==> config.mk <==
export PLATFORM = sky130hd
export DESIGN_NAME = eeseq_top
export DESIGN_NICKNAME = d
export VERILOG_FILES = /design/src/rtl/eeseq_pkg.sv /design/src/rtl/eeseq_addr_fmt.sv /design/src/rtl/eeseq_busy_ctr.sv /design/src/rtl/eeseq_ctrl.sv /design/src/rtl/eeseq_top.sv
export SDC_FILE = /design/constraint.sdc
export NUM_CORES = 1
export LEC_CHECK = 0
export ABC_CLOCK_PERIOD_IN_PS = 6880
export BUFFER_PORTS_ARGS = -buffer_cell sky130_fd_sc_hd__buf_2
export CORE_MARGIN = 2
export CORE_UTILIZATION = 30
export DETAILED_ROUTE_END_ITERATION = 8
export GPL_ROUTABILITY_DRIVEN = 0
export SETUP_SLACK_MARGIN = 0.1
export SLEW_MARGIN = 20
export SYNTH_ARGS = -nofsm -noshare
export SYNTH_HDL_FRONTEND = slang
export SYNTH_HIERARCHICAL = 1
export SYNTH_SLANG_ARGS = --single-unit
==> constraint.sdc <==
create_clock -name clk -period 6.88 [get_ports clk]
set_input_delay 0.688 -clock clk [delete_from_list [all_inputs] [get_ports clk]]
set_output_delay 0.688 -clock clk [all_outputs]
set_load 0.1 [all_outputs]
==> src/rtl/eeseq_pkg.sv <==
package eeseq_pkg;

  typedef enum logic [2:0] {
    OP_START     = 3'd0,
    OP_SEND      = 3'd1,
    OP_RECV_ACK  = 3'd2,
    OP_RECV_NACK = 3'd3,
    OP_STOP      = 3'd4
  } bus_op_e;

  typedef enum logic [1:0] {
    RS_ACK   = 2'd0,
    RS_NACK  = 2'd1,
    RS_ARB   = 2'd2,
    RS_FAULT = 2'd3
  } bus_rsp_e;

  typedef enum logic [3:0] {
    ST_IDLE,
    ST_START,
    ST_DEVW,
    ST_WHI,
    ST_WLO,
    ST_WDATA,
    ST_RSTART,
    ST_DEVR,
    ST_RDATA,
    ST_STOP,
    ST_DONE
  } seq_st_e;

endpackage

==> src/rtl/eeseq_addr_fmt.sv <==
module eeseq_addr_fmt #(
  parameter bit         ADDR16   = 1'b1,
  parameter logic [7:0] DEV_ADDR = 8'hA0
) (
  input  logic [15:0] addr_i,
  output logic [7:0]  dev_w_o,
  output logic [7:0]  dev_r_o,
  output logic [7:0]  word_hi_o,
  output logic [7:0]  word_lo_o
);

  logic [7:0] dev_base;

  generate
    if (ADDR16) begin : g_wide
      assign dev_base  = {DEV_ADDR[7:1], 1'b0};
      assign word_hi_o = addr_i[15:8];
    end else begin : g_narrow
      // Upper address bits ride inside the device byte.
      assign dev_base  = {DEV_ADDR[7:4], DEV_ADDR[3:1] | addr_i[10:8], 1'b0};
      assign word_hi_o = 8'h00;
      logic unused_hi;
      assign unused_hi = ^addr_i[15:11];
    end
  endgenerate

  assign word_lo_o = addr_i[7:0];
  assign dev_w_o   = dev_base;
  assign dev_r_o   = {dev_base[7:1], 1'b1};

endmodule

==> src/rtl/eeseq_busy_ctr.sv <==
module eeseq_busy_ctr #(
  parameter int MAX_BUSY = 200
) (
  input  logic clk,
  input  logic rst_n,
  input  logic clr_i,
  input  logic inc_i,
  output logic exhausted_o
);

  localparam int CW = $clog2(MAX_BUSY + 1);

  logic [CW-1:0] cnt_q, cnt_d;

  always_comb begin
    cnt_d = cnt_q;
    if (clr_i)      cnt_d = '0;
    else if (inc_i) cnt_d = cnt_q + 1'b1;
  end

  always_ff @(posedge clk or negedge rst_n) begin
    if (!rst_n) cnt_q <= '0;
    else        cnt_q <= cnt_d;
  end

  // The NACK that arrives with MAX_BUSY-1 already counted is the last one allowed.
  assign exhausted_o = (cnt_q == CW'(MAX_BUSY - 1));

  assert_busy_bound_R6: assert property (@(posedge clk) disable iff (!rst_n)
    cnt_q < CW'(MAX_BUSY));

endmodule

==> src/rtl/eeseq_ctrl.sv <==
module eeseq_ctrl
  import eeseq_pkg::*;
#(
  parameter bit ADDR16 = 1'b1,
  parameter int LEN_W  = 8
) (
  input  logic             clk,
  input  logic             rst_n,
  input  logic             req_valid,
  input  logic             req_write,
  input  logic [15:0]      req_addr,
  input  logic [LEN_W-1:0] req_len,
  output logic             busy,
  output logic [15:0]      addr_o,
  input  logic [7:0]       dev_w_i,
  input  logic [7:0]       dev_r_i,
  input  logic [7:0]       word_hi_i,
  input  logic [7:0]       word_lo_i,
  output logic             poll_clr_o,
  output logic             poll_inc_o,
  input  logic             poll_exh_i,
  input  logic [7:0]       wr_data,
  output logic             wr_pop,
  output logic [7:0]       rd_data,
  output logic             rd_valid,
  output logic             done,
  output logic             done_err,
  output logic [LEN_W-1:0] done_count,
  output logic             bus_cmd_valid,
  output logic [2:0]       bus_cmd_op,
  output logic [7:0]       bus_cmd_byte,
  input  logic             bus_rsp_valid,
  input  logic [1:0]       bus_rsp_code,
  input  logic [7:0]       bus_rsp_byte
);

  seq_st_e          st_q, st_d;
  logic             pend_q, pend_d;
  logic             err_q, err_d;
  logic             wr_q, wr_d;
  logic [LEN_W-1:0] xfer_q, xfer_d;
  logic [LEN_W-1:0] len_q, len_d;
  logic [15:0]      addr_q, addr_d;

  bus_op_e  op;
  bus_rsp_e rc;
  logic     on_bus, issue, take, last_byte, got_byte;

  assign rc        = bus_rsp_e'(bus_rsp_code);
  assign on_bus    = (st_q != ST_IDLE) && (st_q != ST_DONE);
  assign issue     = on_bus && !pend_q;
  assign take      = pend_q && bus_rsp_valid;
  assign last_byte = ({1'b0, xfer_q} + 1'b1) == {1'b0, len_q};
  assign got_byte  = (rc == RS_ACK) || (rc == RS_NACK);

  // Command presented to the byte master
  always_comb begin
    op           = OP_SEND;
    bus_cmd_byte = 8'h00;
    case (st_q)
      ST_START, ST_RSTART: op = OP_START;
      ST_DEVW:  bus_cmd_byte = dev_w_i;
      ST_WHI:   bus_cmd_byte = word_hi_i;
      ST_WLO:   bus_cmd_byte = word_lo_i;
      ST_WDATA: bus_cmd_byte = wr_data;
      ST_DEVR:  bus_cmd_byte = dev_r_i;
      ST_RDATA: op = last_byte ? OP_RECV_NACK : OP_RECV_ACK;
      ST_STOP:  op = OP_STOP;
      default:  op = OP_SEND;
    endcase
  end

  assign bus_cmd_valid = issue;
  assign bus_cmd_op    = op;
  assign wr_pop        = issue && (st_q == ST_WDATA);
  assign rd_valid      = take && (st_q == ST_RDATA) && got_byte;
  assign rd_data       = bus_rsp_byte;

  // Next-state logic
  always_comb begin
    st_d       = st_q;
    pend_d     = pend_q;
    err_d      = err_q;
    wr_d       = wr_q;
    xfer_d     = xfer_q;
    len_d      = len_q;
    addr_d     = addr_q;
    poll_clr_o = 1'b0;
    poll_inc_o = 1'b0;
    if (issue) pend_d = 1'b1;
    case (st_q)
      ST_IDLE: begin
        if (req_valid) begin
          st_d       = ST_START;
          wr_d       = req_write;
          len_d      = req_len;
          addr_d     = req_addr;
          xfer_d     = '0;
          err_d      = 1'b0;
          poll_clr_o = 1'b1;
        end
      end
      ST_DONE: st_d = ST_IDLE;
      default: begin
        if (take) begin
          pend_d = 1'b0;
          case (st_q)
            ST_START: begin
              if (rc == RS_ACK)      st_d = ST_DEVW;
              else if (rc == RS_ARB) st_d = ST_START;
              else begin
                err_d = 1'b1;       // STOP withheld: START never took the bus
                st_d  = ST_DONE;
              end
            end
            ST_DEVW: begin
              case (rc)
                RS_ACK:  st_d = ADDR16 ? ST_WHI : ST_WLO;
                RS_ARB:  st_d = ST_START;
                RS_NACK: begin
                  if (poll_exh_i) begin
                    err_d = 1'b1;
                    st_d  = ST_STOP;
                  end else begin
                    poll_inc_o = 1'b1;
                    st_d       = ST_START;
                  end
                end
                default: begin err_d = 1'b1; st_d = ST_STOP; end
              endcase
            end
            ST_WHI, ST_WLO: begin
              case (rc)
                RS_ACK: begin
                  if (st_q == ST_WHI) st_d = ST_WLO;
                  else if (!wr_q)     st_d = ST_RSTART;
                  else                st_d = (len_q == '0) ? ST_STOP : ST_WDATA;
                end
                RS_ARB:  st_d = ST_START;
                RS_NACK: st_d = ST_STOP;
                default: begin err_d = 1'b1; st_d = ST_STOP; end
              endcase
            end
            ST_WDATA: begin
              if (rc == RS_ACK) begin
                xfer_d = xfer_q + 1'b1;
                st_d   = last_byte ? ST_STOP : ST_WDATA;
              end else begin
                err_d = 1'b1;
                st_d  = ST_STOP;
              end
            end
            ST_RSTART: begin
              if (rc == RS_ACK)      st_d = ST_DEVR;
              else if (rc == RS_ARB) st_d = ST_START;
              else begin err_d = 1'b1; st_d = ST_STOP; end
            end
            ST_DEVR: begin
              case (rc)
                RS_ACK:  st_d = (len_q == '0) ? ST_STOP : ST_RDATA;
                RS_ARB:  st_d = ST_START;
                RS_NACK: st_d = ST_STOP;
                default: begin err_d = 1'b1; st_d = ST_STOP; end
              endcase
            end
            ST_RDATA: begin
              if (got_byte) begin
                xfer_d = xfer_q + 1'b1;
                st_d   = (last_byte || rc == RS_NACK) ? ST_STOP : ST_RDATA;
              end else begin
                err_d = 1'b1;
                st_d  = ST_STOP;
              end
            end
            ST_STOP: st_d = ST_DONE;
            default: st_d = ST_IDLE;
          endcase
        end
      end
    endcase
  end

  // State registers
  always_ff @(posedge clk or negedge rst_n) begin
    if (!rst_n) begin
      st_q   <= ST_IDLE;
      pend_q <= 1'b0;
      err_q  <= 1'b0;
      wr_q   <= 1'b0;
      xfer_q <= '0;
      len_q  <= '0;
      addr_q <= '0;
    end else begin
      st_q   <= st_d;
      pend_q <= pend_d;
      err_q  <= err_d;
      wr_q   <= wr_d;
      xfer_q <= xfer_d;
      len_q  <= len_d;
      addr_q <= addr_d;
    end
  end

  assign busy       = (st_q != ST_IDLE);
  assign addr_o     = addr_q;
  assign done       = (st_q == ST_DONE);
  assign done_err   = err_q;
  assign done_count = err_q ? '1 : xfer_q;

  assert_one_outstanding_R2: assert property (@(posedge clk) disable iff (!rst_n)
    bus_cmd_valid |=> !bus_cmd_valid);

  assert_nack_last_R5: assert property (@(posedge clk) disable iff (!rst_n)
    (bus_cmd_valid && bus_cmd_op == 3'd3) |-> ({1'b0, xfer_q} + 1'b1 == {1'b0, len_q}));

  assert_ack_not_last_R5: assert property (@(posedge clk) disable iff (!rst_n)
    (bus_cmd_valid && bus_cmd_op == 3'd2) |-> ({1'b0, xfer_q} + 1'b1 < {1'b0, len_q}));

  assert_rd_only_reading_R5: assert property (@(posedge clk) disable iff (!rst_n)
    rd_valid |-> !wr_q);

  assert_pop_only_writing_R3: assert property (@(posedge clk) disable iff (!rst_n)
    wr_pop |-> wr_q);

  assert_stop_then_done_R12: assert property (@(posedge clk) disable iff (!rst_n)
    (take && st_q == ST_STOP) |=> done);

  assert_count_bound_R12: assert property (@(posedge clk) disable iff (!rst_n)
    (done && !done_err) |-> (done_count <= len_q));

endmodule

==> src/rtl/eeseq_top.sv <==
module eeseq_top #(
  parameter bit         ADDR16   = 1'b1,
  parameter logic [7:0] DEV_ADDR = 8'hA0,
  parameter int         MAX_BUSY = 200,
  parameter int         LEN_W    = 8
) (
  input  logic             clk,
  input  logic             rst_n,
  input  logic             req_valid,
  input  logic             req_write,
  input  logic [15:0]      req_addr,
  input  logic [LEN_W-1:0] req_len,
  output logic             busy,
  input  logic [7:0]       wr_data,
  output logic             wr_pop,
  output logic [7:0]       rd_data,
  output logic             rd_valid,
  output logic             done,
  output logic             done_err,
  output logic [LEN_W-1:0] done_count,
  output logic             bus_cmd_valid,
  output logic [2:0]       bus_cmd_op,
  output logic [7:0]       bus_cmd_byte,
  input  logic             bus_rsp_valid,
  input  logic [1:0]       bus_rsp_code,
  input  logic [7:0]       bus_rsp_byte
);

  logic [15:0] addr_q;
  logic [7:0]  dev_w, dev_r, word_hi, word_lo;
  logic        poll_clr, poll_inc, poll_exh;

  eeseq_addr_fmt #(.ADDR16(ADDR16), .DEV_ADDR(DEV_ADDR)) u_fmt (
    .addr_i    (addr_q),
    .dev_w_o   (dev_w),
    .dev_r_o   (dev_r),
    .word_hi_o (word_hi),
    .word_lo_o (word_lo)
  );

  eeseq_busy_ctr #(.MAX_BUSY(MAX_BUSY)) u_poll (
    .clk         (clk),
    .rst_n       (rst_n),
    .clr_i       (poll_clr),
    .inc_i       (poll_inc),
    .exhausted_o (poll_exh)
  );

  eeseq_ctrl #(.ADDR16(ADDR16), .LEN_W(LEN_W)) u_ctrl (
    .clk           (clk),
    .rst_n         (rst_n),
    .req_valid     (req_valid),
    .req_write     (req_write),
    .req_addr      (req_addr),
    .req_len       (req_len),
    .busy          (busy),
    .addr_o        (addr_q),
    .dev_w_i       (dev_w),
    .dev_r_i       (dev_r),
    .word_hi_i     (word_hi),
    .word_lo_i     (word_lo),
    .poll_clr_o    (poll_clr),
    .poll_inc_o    (poll_inc),
    .poll_exh_i    (poll_exh),
    .wr_data       (wr_data),
    .wr_pop        (wr_pop),
    .rd_data       (rd_data),
    .rd_valid      (rd_valid),
    .done          (done),
    .done_err      (done_err),
    .done_count    (done_count),
    .bus_cmd_valid (bus_cmd_valid),
    .bus_cmd_op    (bus_cmd_op),
    .bus_cmd_byte  (bus_cmd_byte),
    .bus_rsp_valid (bus_rsp_valid),
    .bus_rsp_code  (bus_rsp_code),
    .bus_rsp_byte  (bus_rsp_byte)
  );

endmodule

Word level (Yosys, flattened, before mapping)
Index checks and enable logic that the tools add are counted.
{ "totals": {"regBits": 47, "in_bits": 47, "output_inout_bits": 33, "elab_cells": 118} }
{ "op_classes": {"add_sub_neg": 3, "eq_ne": 25, "muxes": 53, "bitwise": 1, "reduce_logical": 28} }
{ "op_table": {"columns": ["cell", "n"], "rows": [
  ["$mux 8", 7],
  ["$mux 4", 13],
  ["$pmux 8 s5", 1],
  ["$pmux 4 s8", 1],
  ["$pmux 8 s2", 2],
  ["$pmux 4 s2", 3],
  ["$mux 1", 21],
  ["$add 8x1->8 const B", 2],
  ["$eq 4x3->1 const B", 4],
  ["$ne 3x3->1 const B", 5],
  ["$eq 4x4->1 const B", 3],
  ["$pmux 4 s3", 1],
  ["$reduce_and 11->1", 1],
  ["$add 8x1->9 const B", 1],
  ["$eq 9x8->1", 1],
  ["$ne 3x2->1 const B", 3],
  ["$pmux 3 s3", 1],
  ["$eq 4x2->1 const B", 2],
  ["$eq 8x8->1 const B", 1],
  ["$logic_not 8->1", 1],
  ["$ne 4x4->1 const B", 2],
  ["$reduce_or 2->1", 4],
  ["$logic_and 1x1->1", 6],
  ["$reduce_and 6->1", 1],
  ["other kinds (17)", 23]
]} }

Depth between registers and ports, before layout
{ "depth": {"depth_word": 8, "mapped_depth": 9, "ltp_nobuf": 8} }

Cells and area by module
Netlist, hierarchy kept.
{ "by_module_without_submodules": {"columns": ["mod", "n_inst", "cells_each", "area_per_inst_um2", "seq_area_each_um2"], "rows": [
  ["eeseq_ctrl", 1, 294, 2686.3, 975.9],
  ["eeseq_busy_ctr", 1, 39, 405.4, 200.2],
  ["eeseq_addr_fmt", 1, 34, 247.7, 0.0]
]} }

Least setup slack after synthesis
OpenSTA, ideal clock, no wires.
{ "synth_path": {"path_type": "register to output", "start": "reg u_ctrl.st_q[2]", "end": "out wr_pop", "arrival_time_ps": 3759, "t_required_ps": 6192, "path_slack_ps": 2433, "path_stages_with_launch": 4, "n_path_buf": 1, "path_cell_list": "dfrtp_1 clkbuf_1 inv_2 nor4_1"} }
{ "synth_via": {"elab_chain_cells": 4, "elab_cells_between_ends": 6, "cone_classes": "eq/ne (2); reduce/logical (4)"} }
{ "synth_rtl": {"columns": ["item", "line_no", "text"], "rows": [
  ["from (decl)", "eeseq_ctrl.sv:37", "seq_st_e st_q, st_d;"],
  ["from (signal assigned)", "eeseq_ctrl.sv:194", "st_q <= st_d;"],
  ["$ne 4x4->1 / $reduce_bool 4->1 (equally long branches)", "eeseq_ctrl.sv:50", "assign on_bus = (st_q != ST_IDLE) && (st_q != ST_DONE);"],
  ["$logic_and 1x1->1", "eeseq_ctrl.sv:50", null],
  ["$logic_and 1x1->1", "eeseq_ctrl.sv:51", "assign issue = on_bus && !pend_q;"],
  ["$logic_and 1x1->1 (*)", "eeseq_ctrl.sv:75", "assign wr_pop = issue && (st_q == ST_WDATA);"],
  ["to (decl)", "eeseq_top.sv:15", "output logic wr_pop,"]
]} }
Mark *: on every way between the ends. The rest lies on a longest branch, timed or not.

Worst setup path after layout
{ "layout_path": {"start": "reg u_ctrl.st_q[3]", "end": "out bus_cmd_byte[2]"} }
{ "layout_via": {"elab_chain_cells": 2, "elab_cells_between_ends": 6, "cone_classes": "eq/ne (5); mux (1)"} }
{ "layout_rtl": {"columns": ["item", "line_no", "text"], "rows": [
  ["$eq 4x3->1 / $eq 4x2->1 (equally long branches)", "eeseq_ctrl.sv:60", "case (st_q)"],
  ["$pmux 8 s5 (*)", "eeseq_ctrl.sv:60", null],
  ["to (decl)", "eeseq_top.sv:23", "output logic [7:0] bus_cmd_byte,"]
]} }
Marked as above.

==> out/summary.md <==
- 0.00334 mm² — Mapped Area
- 5850 µm — post-detailed-placement half-perimeter wirelength
- 2 — depth of the CTS H-tree
- 2 — maximum clock path buffer count
- 0 — final count of negative-setup-slack endpoints
- 63 — Port Buffers
- 2.72 ns — Worst Path Arrival
- 0 — cts repair resizes
- 0 ns — accumulated negative setup slack
- 0.293 GHz — maximum achievable frequency
- 0 — count of buffers added by post-CTS timing repair for setup
- 5 — Inserted Clock Buffers
- 0 — global-route congestion overflow total
- 1 — antenna violations before repair
- primary output — kind of capture point of the worst setup path
- 367 — gate count after technology mapping
- 110 µm — Die H
- 15.0 µm — drt wl/cell
- 100% — post-synthesis async set-or-reset flop share
- 49.6% — Period Utilization, post-route
- 7.94% — area growth from synthesis to layout
- 35.2% — proportion of synthesized chip area in sequential cells
- no — RSZ-0062 raised after global routing
- u_ctrl/st_q[3] — origin of the worst setup path
- 0.0120 mm² — area of the die
- 3.41 ns — time the worst path needs with I/O delays and setup
- 23 — critical path fanouts, max
- simple AND/OR/NAND/NOR gates — combinational family with the most area after synthesis
- 0.728 ns — slew at the pin closest to its max-slew limit
- 80 — number of top-level pins
- 65 — Cell variety after synth
- 2593 — vias in the first global route
- dfrtp_1 — predominant post-synthesis flop cell
- 0 — diodes inserted
- reg2out — worst setup path class
- 30.8% — Initial Utilization
- 19.8% — simple-gate share of the synthesized area
- 0 — number of remaining DRC errors
- 0.338 mV — worst voltage drop across the vdd grid
- 0.31 ns — clk_lat worst skew
- 0 — max cap viols
- 9.03% — share of synthesized area spent on multiplexers
- 9.10 µm² — mean instance size in the synthesized netlist
- bus_cmd_byte[2] — end point of the critical path
- 30.2% — proportion of layout cells with a drive suffix above 1
- 479 mW/mm² — power per standard cell area
- register — Worst Setup Start Kind
- buf_2 — most common library cell in the layout ignoring fill and taps
- 5 — number of search-and-repair iterations in the first detailed-routing pass
- 51.3% — relative slew slack
- 0.10 ns — clock slew at the register clock pins of the worst setup and hold paths
- clkbuf_8 — clock tree root buffer cell
- dfrtp_1 — slowest cell on the critical path
- u_poll/cnt_q[7] — worst reg2reg endpoint
- 47 — post-synthesis register bit count
- completed — status
- 0 — number of flops mapped to enable cells by yosys
- 18.5% — area fraction in compound gates after synthesis
- 38 — # rows
- 6 — total number of yosys warnings
- 47 — TritonCTS Sinks
- 0.749% — adder and majority gate portion of the synthesized area
- 1171 — fillers
- in2async — Worst Hold Class
- 531 — fin cells
- 3.91 ns — register-to-register setup slack
- 48 — maximum number of pins on one net before global-route repair
- 0 — Post-CTS Hold Buffers
- u_ctrl/st_q[3] — reg2reg start
- 0.0108 mm² — Std-Cell Core Area
- 3.15% — share of the synthesized netlist area taken by xor and xnor gates
- done — clock tree from TritonCTS
- 13200 µm — global-route wire length before repair
- 0 — post-route ant nets
- 63 x buf_2, 47 x dfrtp_1, 26 x nand2_1 — most used cells in the layout excluding fill and tap cells
- 110 µm — horizontal die dimension
- 0.00118 mm² — FF/Latch Area
- 0 — endpoints failing hold
- 197 — number of DRC violations after detailed-routing iteration 0
- 6.19 ns — worst path required time
- 7950 µm — post-detailed-routing wire length
- 5.21 — post-detailed-route via-to-cell ratio
- 2767 — total vias in the final route
- 1.58 nW — leakage dissipation
- 6 — count of cells along the worst register-to-register path
- nand2b_1, nor2_1, a22oi_1, nand2_1, buf_2 — cells along the critical path
- 440 — total number of nets in the final design
- 0.65 ns — Worst path max stage delay
- 0 — max-slew violation total from the final report
- 13.9% — global-route total usage across every layer
- 524 — Inst Count DP
- 0.00832 ns — final worst clock skew
- 0.00179 mm² — area used by multi-input combinational logic
## routing by layer
layer | GRT usage [%] | up-vias | part of all wire [%]
met5 | 0 | - | 0.14
met4 | 3.80 | 2 | 1.3
met3 | 3.26 | 12 | 6.6
met2 | 21.4 | 96 | 45
met1 | 19.5 | 1325 | 47
li1 | - | 1332 | -
## cell families (layout without fill, tap and decap cells)
group                      Yosys count  count (layout)
and+or+nand+nor                    120             120
AOI/OAI and AO/OA                   87              87
buffers and inverters               70              80
DFF                                 47              47
muxes                               27              27
xor gates and xnor gates            12              12
adders and majority gates            2               2
other                                2              16
## how the worst min path moves through the flow
stage | slack, ns | startpoint | endpoint
after floorplan | 0.39 | rst_n | asynchronous set/reset pin
after global placement | 0.49 | u_ctrl/addr_o[2] | u_ctrl/addr_o[2]
after detailed placement | 0.50 | u_ctrl/addr_o[11] | u_ctrl/addr_o[11]
after CTS | 0.51 | rst_n | u_ctrl/len_q[7]
after global routing | 0.53 | rst_n | u_ctrl/len_q[7]
final | 0.46 | rst_n | u_ctrl/len_q[7]
## registers in the layout, indices dropped and copies added, names as in the netlist, named ones only
| name | flops |
|---|---|
| u_ctrl/wr_q | 1 |
| u_ctrl/addr_o | 16 |
| u_poll/cnt_q | 8 |
| u_ctrl/st_q | 4 |
| u_ctrl/len_q | 8 |
| u_ctrl/done_err | 1 |
| u_ctrl/xfer_q | 8 |
## Yosys cell counts (5+ instances only)
cell type	count	area (µm²)
o21a_1	5	37.5
xnor2_1	5	43.8
or3_1	6	37.5
xor2_1	7	61.3
nand2_1	26	97.6
dfrtp_1	47	1180
mux2_2	25	282
o21ai_0	18	90.1
inv_1	7	26.3
nor3_1	6	30.0
or2_2	9	56.3
a22oi_1	10	75.1
a222oi_1	8	80.1
o211ai_1	5	37.5
nand2b_1	5	31.3
buf_2	11	55.1
nor4_1	5	31.3
a31oi_1	6	37.5
nand3_1	10	50.1
a21oi_1	10	50.1
nor2_1	23	86.3
buf_4	43	323
## stage by stage
| step | hold slack [ns] | utilization, % | total power [W] | cell area [µm²] | setup WS [ns] |
|---|---|---|---|---|---|
| 5_1_grt | 0.528 | 33.3 | 0.00183 | 3600 | 3.27 |
| 4_1_cts | 0.507 | 33.1 | 0.00173 | 3590 | 3.16 |
| 3_5_place_dp | 0.501 | 32.1 | 0.00152 | 3480 | 3.51 |
| 2_1_floorplan | 0.392 | - | 0.00144 | 3390 | 2.43 |
| 3_3_place_gp | 0.493 | 32.1 | 0.00151 | 3480 | 3.59 |
| 6_report | 0.464 | 33.3 | 0.00172 | 3600 | 3.47 |
## worst max-delay path, delay by kind of cell (launching register included)
kind	cells	cell delay [ns]
simple gates	3	1.08
flops	1	0.65
buf+inv	1	0.43
compound gates	1	0.23
## where the power goes
part           internal, W  switching [W]  total (W)
sequential        0.000371       0.000130   0.000500
combinational     0.000279       0.000741    0.00102
clock             0.000106      0.0000981   0.000205
total             0.000756       0.000969    0.00172
## final cells by class
cell class                 instances  share of cell area (%)
clock buffer                       5                    1.91
clock inverter                     2                    1.04
inverter                           9                   0.937
multi-input combinational        264                    49.7
sequential                        47                    32.6
tap                              140                    4.86
timing repair buffer              64                    8.96
No activity file was read; power rests on OpenSTA's default activity.
